<file path="config.mk">
export PLATFORM = sky130hd
export DESIGN_NAME = slow_sys_timer
export DESIGN_NICKNAME = d
export VERILOG_FILES = /design/src/rtl/stm_pkg.sv /design/src/rtl/stm_rtt.sv /design/src/rtl/stm_alarm.sv /design/src/rtl/stm_pit.sv /design/src/rtl/stm_evt.sv /design/src/rtl/slow_sys_timer.sv
export SDC_FILE = /design/constraint.sdc
export NUM_CORES = 1
export LEC_CHECK = 0
export ABC_AREA = 0
export BUFFER_PORTS_ARGS = -buffer_cell sky130_fd_sc_hd__buf_2
export CAP_MARGIN = 20
export CORE_MARGIN = 2
export CORE_UTILIZATION = 40
export DETAILED_ROUTE_END_ITERATION = 6
export SLEW_MARGIN = 30
export SYNTH_ARGS = -nofsm -noshare
export SYNTH_HDL_FRONTEND = slang
export SYNTH_SLANG_ARGS = --single-unit
export TNS_END_PERCENT = 100
</file>
<file path="constraint.sdc">
create_clock -name clk -period 3.5 [get_ports clk]
set_input_delay 0.7 -clock clk [delete_from_list [all_inputs] [get_ports clk]]
set_output_delay 0.7 -clock clk [all_outputs]
set_load 0.02 [all_outputs]
</file>
<file path="src/rtl/stm_pkg.sv">
package stm_pkg;
  localparam int ADDR_W = 8;
  localparam int DATA_W = 32;
  localparam int NUM_EV = 4;

  // event bit positions in the status word
  localparam int EV_PIT = 0;
  localparam int EV_WDG = 1;
  localparam int EV_RTI = 2;
  localparam int EV_ALM = 3;

  // word index = addr[7:2]
  typedef enum logic [5:0] {
    RX_PIT = 6'h01,
    RX_RTM = 6'h03,
    RX_STS = 6'h04,
    RX_IEN = 6'h05,
    RX_IDS = 6'h06,
    RX_IMK = 6'h07,
    RX_ALM = 6'h08,
    RX_CNT = 6'h09
  } reg_idx_e;
endpackage

</file>
<file path="src/rtl/stm_rtt.sv">
module stm_rtt #(
  parameter int CNT_W   = 20,
  parameter int PRE_W   = 16,
  parameter int PRE_RST = 32768
) (
  input  logic             clk,
  input  logic             rst_n,
  input  logic             tick_en,
  input  logic             cfg_wr,
  input  logic [PRE_W-1:0] cfg_val,
  output logic [PRE_W-1:0] presc_o,
  output logic [CNT_W-1:0] count_o,
  output logic             inc_o
);
  localparam logic [PRE_W-1:0] PRE_ONE  = PRE_W'(1);
  localparam logic [CNT_W-1:0] CNT_ONE  = CNT_W'(1);
  localparam logic [PRE_W-1:0] PRE_INIT = PRE_W'(PRE_RST);

  logic [PRE_W-1:0] presc_q, phase_q, last_phase;
  logic [CNT_W-1:0] cnt_q;
  logic             at_last;

  // value 0 wraps to all-ones here: a full 2^PRE_W tick period
  assign last_phase = presc_q - PRE_ONE;
  assign at_last    = (phase_q == last_phase);
  assign inc_o      = tick_en && !cfg_wr && at_last;
  assign presc_o    = presc_q;
  assign count_o    = cnt_q;

  always_ff @(posedge clk) begin
    if (!rst_n) begin
      presc_q <= PRE_INIT;
      phase_q <= '0;
      cnt_q   <= '0;
    end else if (cfg_wr) begin
      presc_q <= cfg_val;
      phase_q <= '0;
      cnt_q   <= '0;
    end else if (tick_en) begin
      phase_q <= at_last ? '0 : phase_q + PRE_ONE;
      if (at_last) cnt_q <= cnt_q + CNT_ONE;
    end
  end

  p_cnt_step_r1: assert property (@(posedge clk) disable iff (!rst_n)
    inc_o |=> (cnt_q == CNT_W'($past(cnt_q) + CNT_ONE)));
  p_cnt_hold_r1: assert property (@(posedge clk) disable iff (!rst_n)
    (!inc_o && !cfg_wr) |=> $stable(cnt_q));
  p_cfg_clear_r2: assert property (@(posedge clk) disable iff (!rst_n)
    cfg_wr |=> (cnt_q == '0 && phase_q == '0));
endmodule

</file>
<file path="src/rtl/stm_alarm.sv">
module stm_alarm #(
  parameter int CNT_W = 20
) (
  input  logic             clk,
  input  logic             rst_n,
  input  logic             alm_wr,
  input  logic [CNT_W-1:0] alm_val,
  input  logic             inc,
  input  logic [CNT_W-1:0] count,
  output logic [CNT_W-1:0] target_o,
  output logic             hit_o
);
  localparam logic [CNT_W-1:0] CNT_ONE = CNT_W'(1);

  logic [CNT_W-1:0] target_q, next_cnt;

  // match on the value the counter is about to take, so a target equal
  // to the present count waits for a full wrap
  assign next_cnt = count + CNT_ONE;
  assign hit_o    = inc && (next_cnt == target_q);
  assign target_o = target_q;

  always_ff @(posedge clk) begin
    if (!rst_n)      target_q <= '1;
    else if (alm_wr) target_q <= alm_val;
  end

  p_no_hit_idle_r3: assert property (@(posedge clk) disable iff (!rst_n)
    !inc |-> !hit_o);
endmodule

</file>
<file path="src/rtl/stm_pit.sv">
module stm_pit #(
  parameter int PIT_W = 16
) (
  input  logic             clk,
  input  logic             rst_n,
  input  logic             tick_en,
  input  logic             load,
  input  logic [PIT_W-1:0] load_val,
  output logic [PIT_W-1:0] period_o,
  output logic             evt_o
);
  localparam logic [PIT_W-1:0] PIT_ONE = PIT_W'(1);

  logic [PIT_W-1:0] per_q, left_q;

  assign evt_o    = tick_en && !load && (left_q == PIT_ONE);
  assign period_o = per_q;

  always_ff @(posedge clk) begin
    if (!rst_n) begin
      per_q  <= '0;
      left_q <= '0;
    end else if (load) begin
      per_q  <= load_val;
      left_q <= load_val;
    end else if (tick_en && per_q != '0) begin
      left_q <= (left_q == PIT_ONE) ? per_q : left_q - PIT_ONE;
    end
  end

  p_pit_off_r4: assert property (@(posedge clk) disable iff (!rst_n)
    (per_q == '0) |-> !evt_o);
  p_pit_reload_r4: assert property (@(posedge clk) disable iff (!rst_n)
    evt_o |=> (left_q == $past(per_q)));
endmodule

</file>
<file path="src/rtl/stm_evt.sv">
module stm_evt #(
  parameter int NEV = 4
) (
  input  logic           clk,
  input  logic           rst_n,
  input  logic [NEV-1:0] evt,
  input  logic           sts_rd,
  input  logic           ien_wr,
  input  logic           ids_wr,
  input  logic [NEV-1:0] wbits,
  output logic [NEV-1:0] status_o,
  output logic [NEV-1:0] mask_o,
  output logic           irq_o
);
  logic [NEV-1:0] sts_q, msk_q, set_m, clr_m;

  assign set_m    = ien_wr ? wbits : '0;
  assign clr_m    = ids_wr ? wbits : '0;
  assign status_o = sts_q;
  assign mask_o   = msk_q;
  assign irq_o    = |(sts_q & msk_q);

  always_ff @(posedge clk) begin
    if (!rst_n) begin
      sts_q <= '0;
      msk_q <= '0;
    end else begin
      sts_q <= sts_rd ? evt : (sts_q | evt);
      msk_q <= (msk_q | set_m) & ~clr_m;
    end
  end

  p_rdclr_r5: assert property (@(posedge clk) disable iff (!rst_n)
    (sts_rd && evt == '0) |=> (sts_q == '0));
  p_keep_evt_r8: assert property (@(posedge clk) disable iff (!rst_n)
    sts_rd |=> ((sts_q & $past(evt)) == $past(evt)));
  p_ien_set_r6: assert property (@(posedge clk) disable iff (!rst_n)
    ien_wr |=> ((msk_q & $past(wbits)) == $past(wbits)));
  p_mask_hold_r6: assert property (@(posedge clk) disable iff (!rst_n)
    (!ien_wr && !ids_wr) |=> $stable(msk_q));
endmodule

</file>
<file path="src/rtl/slow_sys_timer.sv">
module slow_sys_timer
  import stm_pkg::*;
#(
  parameter int CNT_W   = 20,
  parameter int PRE_W   = 16,
  parameter int PIT_W   = 16,
  parameter int PRE_RST = 32768
) (
  input  logic              clk,
  input  logic              rst_n,
  input  logic              tick_en,
  input  logic              rd_en,
  input  logic              wr_en,
  input  logic [ADDR_W-1:0] addr,
  input  logic [DATA_W-1:0] wdata,
  output logic [DATA_W-1:0] rdata,
  output logic              irq
);
  logic [5:0]        widx;
  logic              wr_pit, wr_rtm, wr_ien, wr_ids, wr_alm, rd_sts;
  logic [PRE_W-1:0]  presc;
  logic [CNT_W-1:0]  count, target;
  logic [PIT_W-1:0]  period;
  logic              inc, alm_hit, pit_evt;
  logic [NUM_EV-1:0] evt, status, mask;
  logic [DATA_W-1:0] rmux, rdata_q;

  assign widx   = addr[7:2];
  assign wr_pit = wr_en && widx == RX_PIT;
  assign wr_rtm = wr_en && widx == RX_RTM;
  assign wr_ien = wr_en && widx == RX_IEN;
  assign wr_ids = wr_en && widx == RX_IDS;
  assign wr_alm = wr_en && widx == RX_ALM;
  assign rd_sts = rd_en && widx == RX_STS;

  stm_rtt #(.CNT_W(CNT_W), .PRE_W(PRE_W), .PRE_RST(PRE_RST)) u_rtt (
    .clk(clk), .rst_n(rst_n), .tick_en(tick_en), .cfg_wr(wr_rtm),
    .cfg_val(wdata[PRE_W-1:0]), .presc_o(presc), .count_o(count), .inc_o(inc)
  );

  stm_alarm #(.CNT_W(CNT_W)) u_alm (
    .clk(clk), .rst_n(rst_n), .alm_wr(wr_alm), .alm_val(wdata[CNT_W-1:0]),
    .inc(inc), .count(count), .target_o(target), .hit_o(alm_hit)
  );

  stm_pit #(.PIT_W(PIT_W)) u_pit (
    .clk(clk), .rst_n(rst_n), .tick_en(tick_en), .load(wr_pit),
    .load_val(wdata[PIT_W-1:0]), .period_o(period), .evt_o(pit_evt)
  );

  always_comb begin
    evt         = '0;
    evt[EV_PIT] = pit_evt;
    evt[EV_WDG] = 1'b0;
    evt[EV_RTI] = inc;
    evt[EV_ALM] = alm_hit;
  end

  stm_evt #(.NEV(NUM_EV)) u_evt (
    .clk(clk), .rst_n(rst_n), .evt(evt), .sts_rd(rd_sts),
    .ien_wr(wr_ien), .ids_wr(wr_ids), .wbits(wdata[NUM_EV-1:0]),
    .status_o(status), .mask_o(mask), .irq_o(irq)
  );

  always_comb begin
    rmux = '0;
    case (widx)
      RX_PIT:  rmux = DATA_W'(period);
      RX_RTM:  rmux = DATA_W'(presc);
      RX_STS:  rmux = DATA_W'(status);
      RX_IMK:  rmux = DATA_W'(mask);
      RX_ALM:  rmux = DATA_W'(target);
      RX_CNT:  rmux = DATA_W'(count);
      default: rmux = '0;
    endcase
  end

  always_ff @(posedge clk) begin
    if (!rst_n)     rdata_q <= '0;
    else if (rd_en) rdata_q <= rmux;
  end
  assign rdata = rdata_q;

  p_alarm_abs_r3: assert property (@(posedge clk) disable iff (!rst_n)
    ($rose(status[EV_ALM]) && !$past(wr_alm)) |-> (count == target));
  p_wdg_zero_r5: assert property (@(posedge clk) disable iff (!rst_n)
    !status[EV_WDG]);
  p_irq_needs_mask_r7: assert property (@(posedge clk) disable iff (!rst_n)
    (mask == '0) |-> !irq);
endmodule

</file>
==> flow_summary.yaml <==
logic_synthesis:
  synth_edf_count: 0
  ys_seq_area_share_pct: 34.60
  netlist_area_mm2: 0.007580
  synth.distinct_cells: 75
  ys_top_cells_by_area: "dfxtp_1 (35%), nand2_1 (7.6%), nor2_1 (4.4%)"
  postSynth.asyncResetShare_pct: 0
  ys_seq_elements: 131
  synthCells: 971
  ys_warn_count: 0
  yosys.area.top_type_share_pct: 34.60
  syn_avg_cell_area_um2: 7.806
  yosys.area.top_type: "dfxtp_1"
  synthFlopType: "dfxtp_1"
layout:
  final_common_cell: "nand2_1"
  fin_util_pct: 46.42
  syn_to_final_growth_pct: 14.16
  drive_gt1_share_pct: 14.67
  diodes: 0
  final_cell_mix: "nand2_1 (154), dfxtp_1 (131), nor2_1 (89), a21oi_1 (62), buf_2 (51)"
  nets: 1046
drt:
  viasPerCell: 5.761
  vias: 7161
  wl_um: 22550
  ant_nets: 0
  wire_per_inst_um: 18.14
  drtIter0Drc: 641
  dr.pass1.iters: 7
  drc: 3
clock_network:
  post_cts_resized: 0
  cts-root-buf: "clkbuf_16"
  cts_buffers: 17
  hold_buffers: 0
  clock_path_buffers: 2
  clkLatencyLatePin_ns: 0.43
  cts_setup_buffers: 0
  h-tree-depth: 4
  cts_tree: "yes"
  clk_pin_slew_ns: 0.06
  clock_sinks: 131
global_route:
  met1_usage_pct: 31.96
  grt_pass1_vias: 6602
  antenna_found_initial: 0
  use_met2_pct: 37.25
  overflow: 0
  met3_usage_pct: 3.982
  grt_max_degree: 67
  grt.total_usage_pct: 23.17
  top_usage_layer: "met2"
  grt_pass1_wl_um: 36390
power_and_ir_drop:
  peakVddDrop_mv: 0.3310
  p_leak_nw: 3.426
  cellPowerDensity_mw_per_mm2: 443.3
worst_setup_path:
  r2r_slack_ns: 0.45
  crit_path_frequent_cell: "or4_1"
  path_class: "reg2reg"
  critPathMaxStageDelay_ns: 0.52
  crit_path_end_kind: "flop"
  arrival_ns: 3.43
  critPathTopFamily: "simple AND/OR/NAND/NOR gates"
  start_kind: "flop"
  path_buf_inv: 2
  worst_path_max_delay_cell: "or3b_2"
  required_ns: 3.87
  crit_chain: "inv_1 -> ha_1 -> or3b_2 -> or4_1 -> nand3_1 -> and4bb_1 -> nand4_2 -> buf_4 -> or4_1 -> nand2_1"
  crit_fanout: 33
sta:
  holdWs_ns: 0.4634
  period_needed_ns: 3.053
  setup_viol: 0
  worst_slew_pin_slew_ns: 0.9230
  slew_viol_final: 0
  final.setup.tns_ns: 0
  fin_worst_skew_ns: 0.008568
  hold_violations: 0
  fmax_mhz: 327.5
  fin_crit_sh_pct: 87.24
  rsz0062_at_grt: "false"
  relSlewSlack_pct: 38.47
flow_run:
  drv_cap: 0
status:
  violations: "DRC"
  status: "finished, violations left"
die:
  die-area_mm2: 0.02007
  initial_core_util_pct: 40.66
  fp.dieW_um: 141.7
  rows: 50
  die_height_um: 141.7
  io_pins: 78
  core_mm2: 0.01864
place:
  dp_hpwl_um: 16510
  portBuffers: 51
  globalplace.congestion: 0.8922
worst_hold_path:
  hp-class: "reg2reg"
synth_stat cells, types with 4 or more instances:
master,count
nor3_1,23
buf_4,12
nor2_1,89
xnor2_1,33
nand2b_1,11
dfxtp_1,131
a221oi_1,4
xor2_1,25
or2_2,10
o21ai_0,18
nand4_1,15
o221ai_1,4
nand3_1,47
o41ai_1,4
a222oi_1,13
and3_1,7
o211ai_1,17
o311ai_0,4
mux2_2,16
mux2i_1,31
a22oi_1,6
clkbuf_1,57
nor4_1,15
or3_1,10
o21a_1,5
nand2_1,154
o22ai_1,6
inv_1,24
ha_1,5
a31oi_1,16
a21oi_1,63
buf_2,5
or4_1,15
and4_1,7
a211oi_1,8
logic make-up (layout without fill, tap and decap cells):
group	Yosys count	count (layout)	share of synthesized area, %
buffers and inverters	103	130	6.075
and+or+nand+nor	429	429	27.72
other	1	12	0.04947
xor gates and xnor gates	58	58	6.702
AOI/OAI and AO/OA	197	197	17.56
muxes	47	47	6.471
adders and majority gates	5	5	0.8254
DFF	131	131	34.60
report_power, final:
part / internal (mW) / switching, mW
clock: 1.24 / 0.727
combinational: 0.122 / 0.213
sequential: 1.51 / 0.0222
total: 2.87 / 0.962
flip-flops by register name, indices dropped and copies added (netlist names):
register and flops:
u_pit.period_o 16, u_rtt.phase_q 16, u_pit.left_q 16, rdata 20
u_alm.target_o 20, u_rtt.presc_o 16, u_rtt.count_o 20, u_evt.status_o 3
u_evt.mask_o 4
metal layers:
| metal | wire [um] | vias to the layer above |
|---|---|---|
| li1 | - | 3536 |
| met1 | 10260 | 3390 |
| met2 | 10470 | 205 |
| met3 | 1362 | 30 |
| met4 | 456 | 0 |
| met5 | 0 | - |
final cells by class:
cell class | instances | area [um^2]
Multi-Input combinational cell | 748 | 4571
Clock buffer | 19 | 452.9
Inverter | 24 | 90.09
Fill cell | 1888 | 9990
Clock inverter | 13 | 196.4
Sequential cell | 131 | 2623
Tap cell | 234 | 292.8
Timing Repair Buffer | 74 | 427.9
through the flow:
stage	power (mW)	cells	worst slack [ns]	area (um^2)
after floorplan	1.795	982	0.6559	7621
after global placement	1.892	1210	0.4781	7996
after detailed placement	1.893	1210	0.4613	7996
after CTS	3.858	1242	0.4444	8646
after global routing	3.968	1243	0.2578	8653
final	3.836	1243	0.4467	8653
worst min-delay path, cell delays in order, from the launching register on:
cell and delay, ns:
dfxtp_1 0.31, nand2_1 0.06, a21oi_1 0.05
final timing paths:
kind                                       start           endpoint  cells past startpoint
worst max-delay path            u_rtt.presc_o[0]  u_rtt.count_o[13]                     10
worst min register to register         rdata[17]          rdata[17]                      2
worst max register to register  u_rtt.presc_o[0]  u_rtt.count_o[13]                     10
worst min-delay path                   rdata[17]          rdata[17]                      2
(Power assumes the default switching activity.)
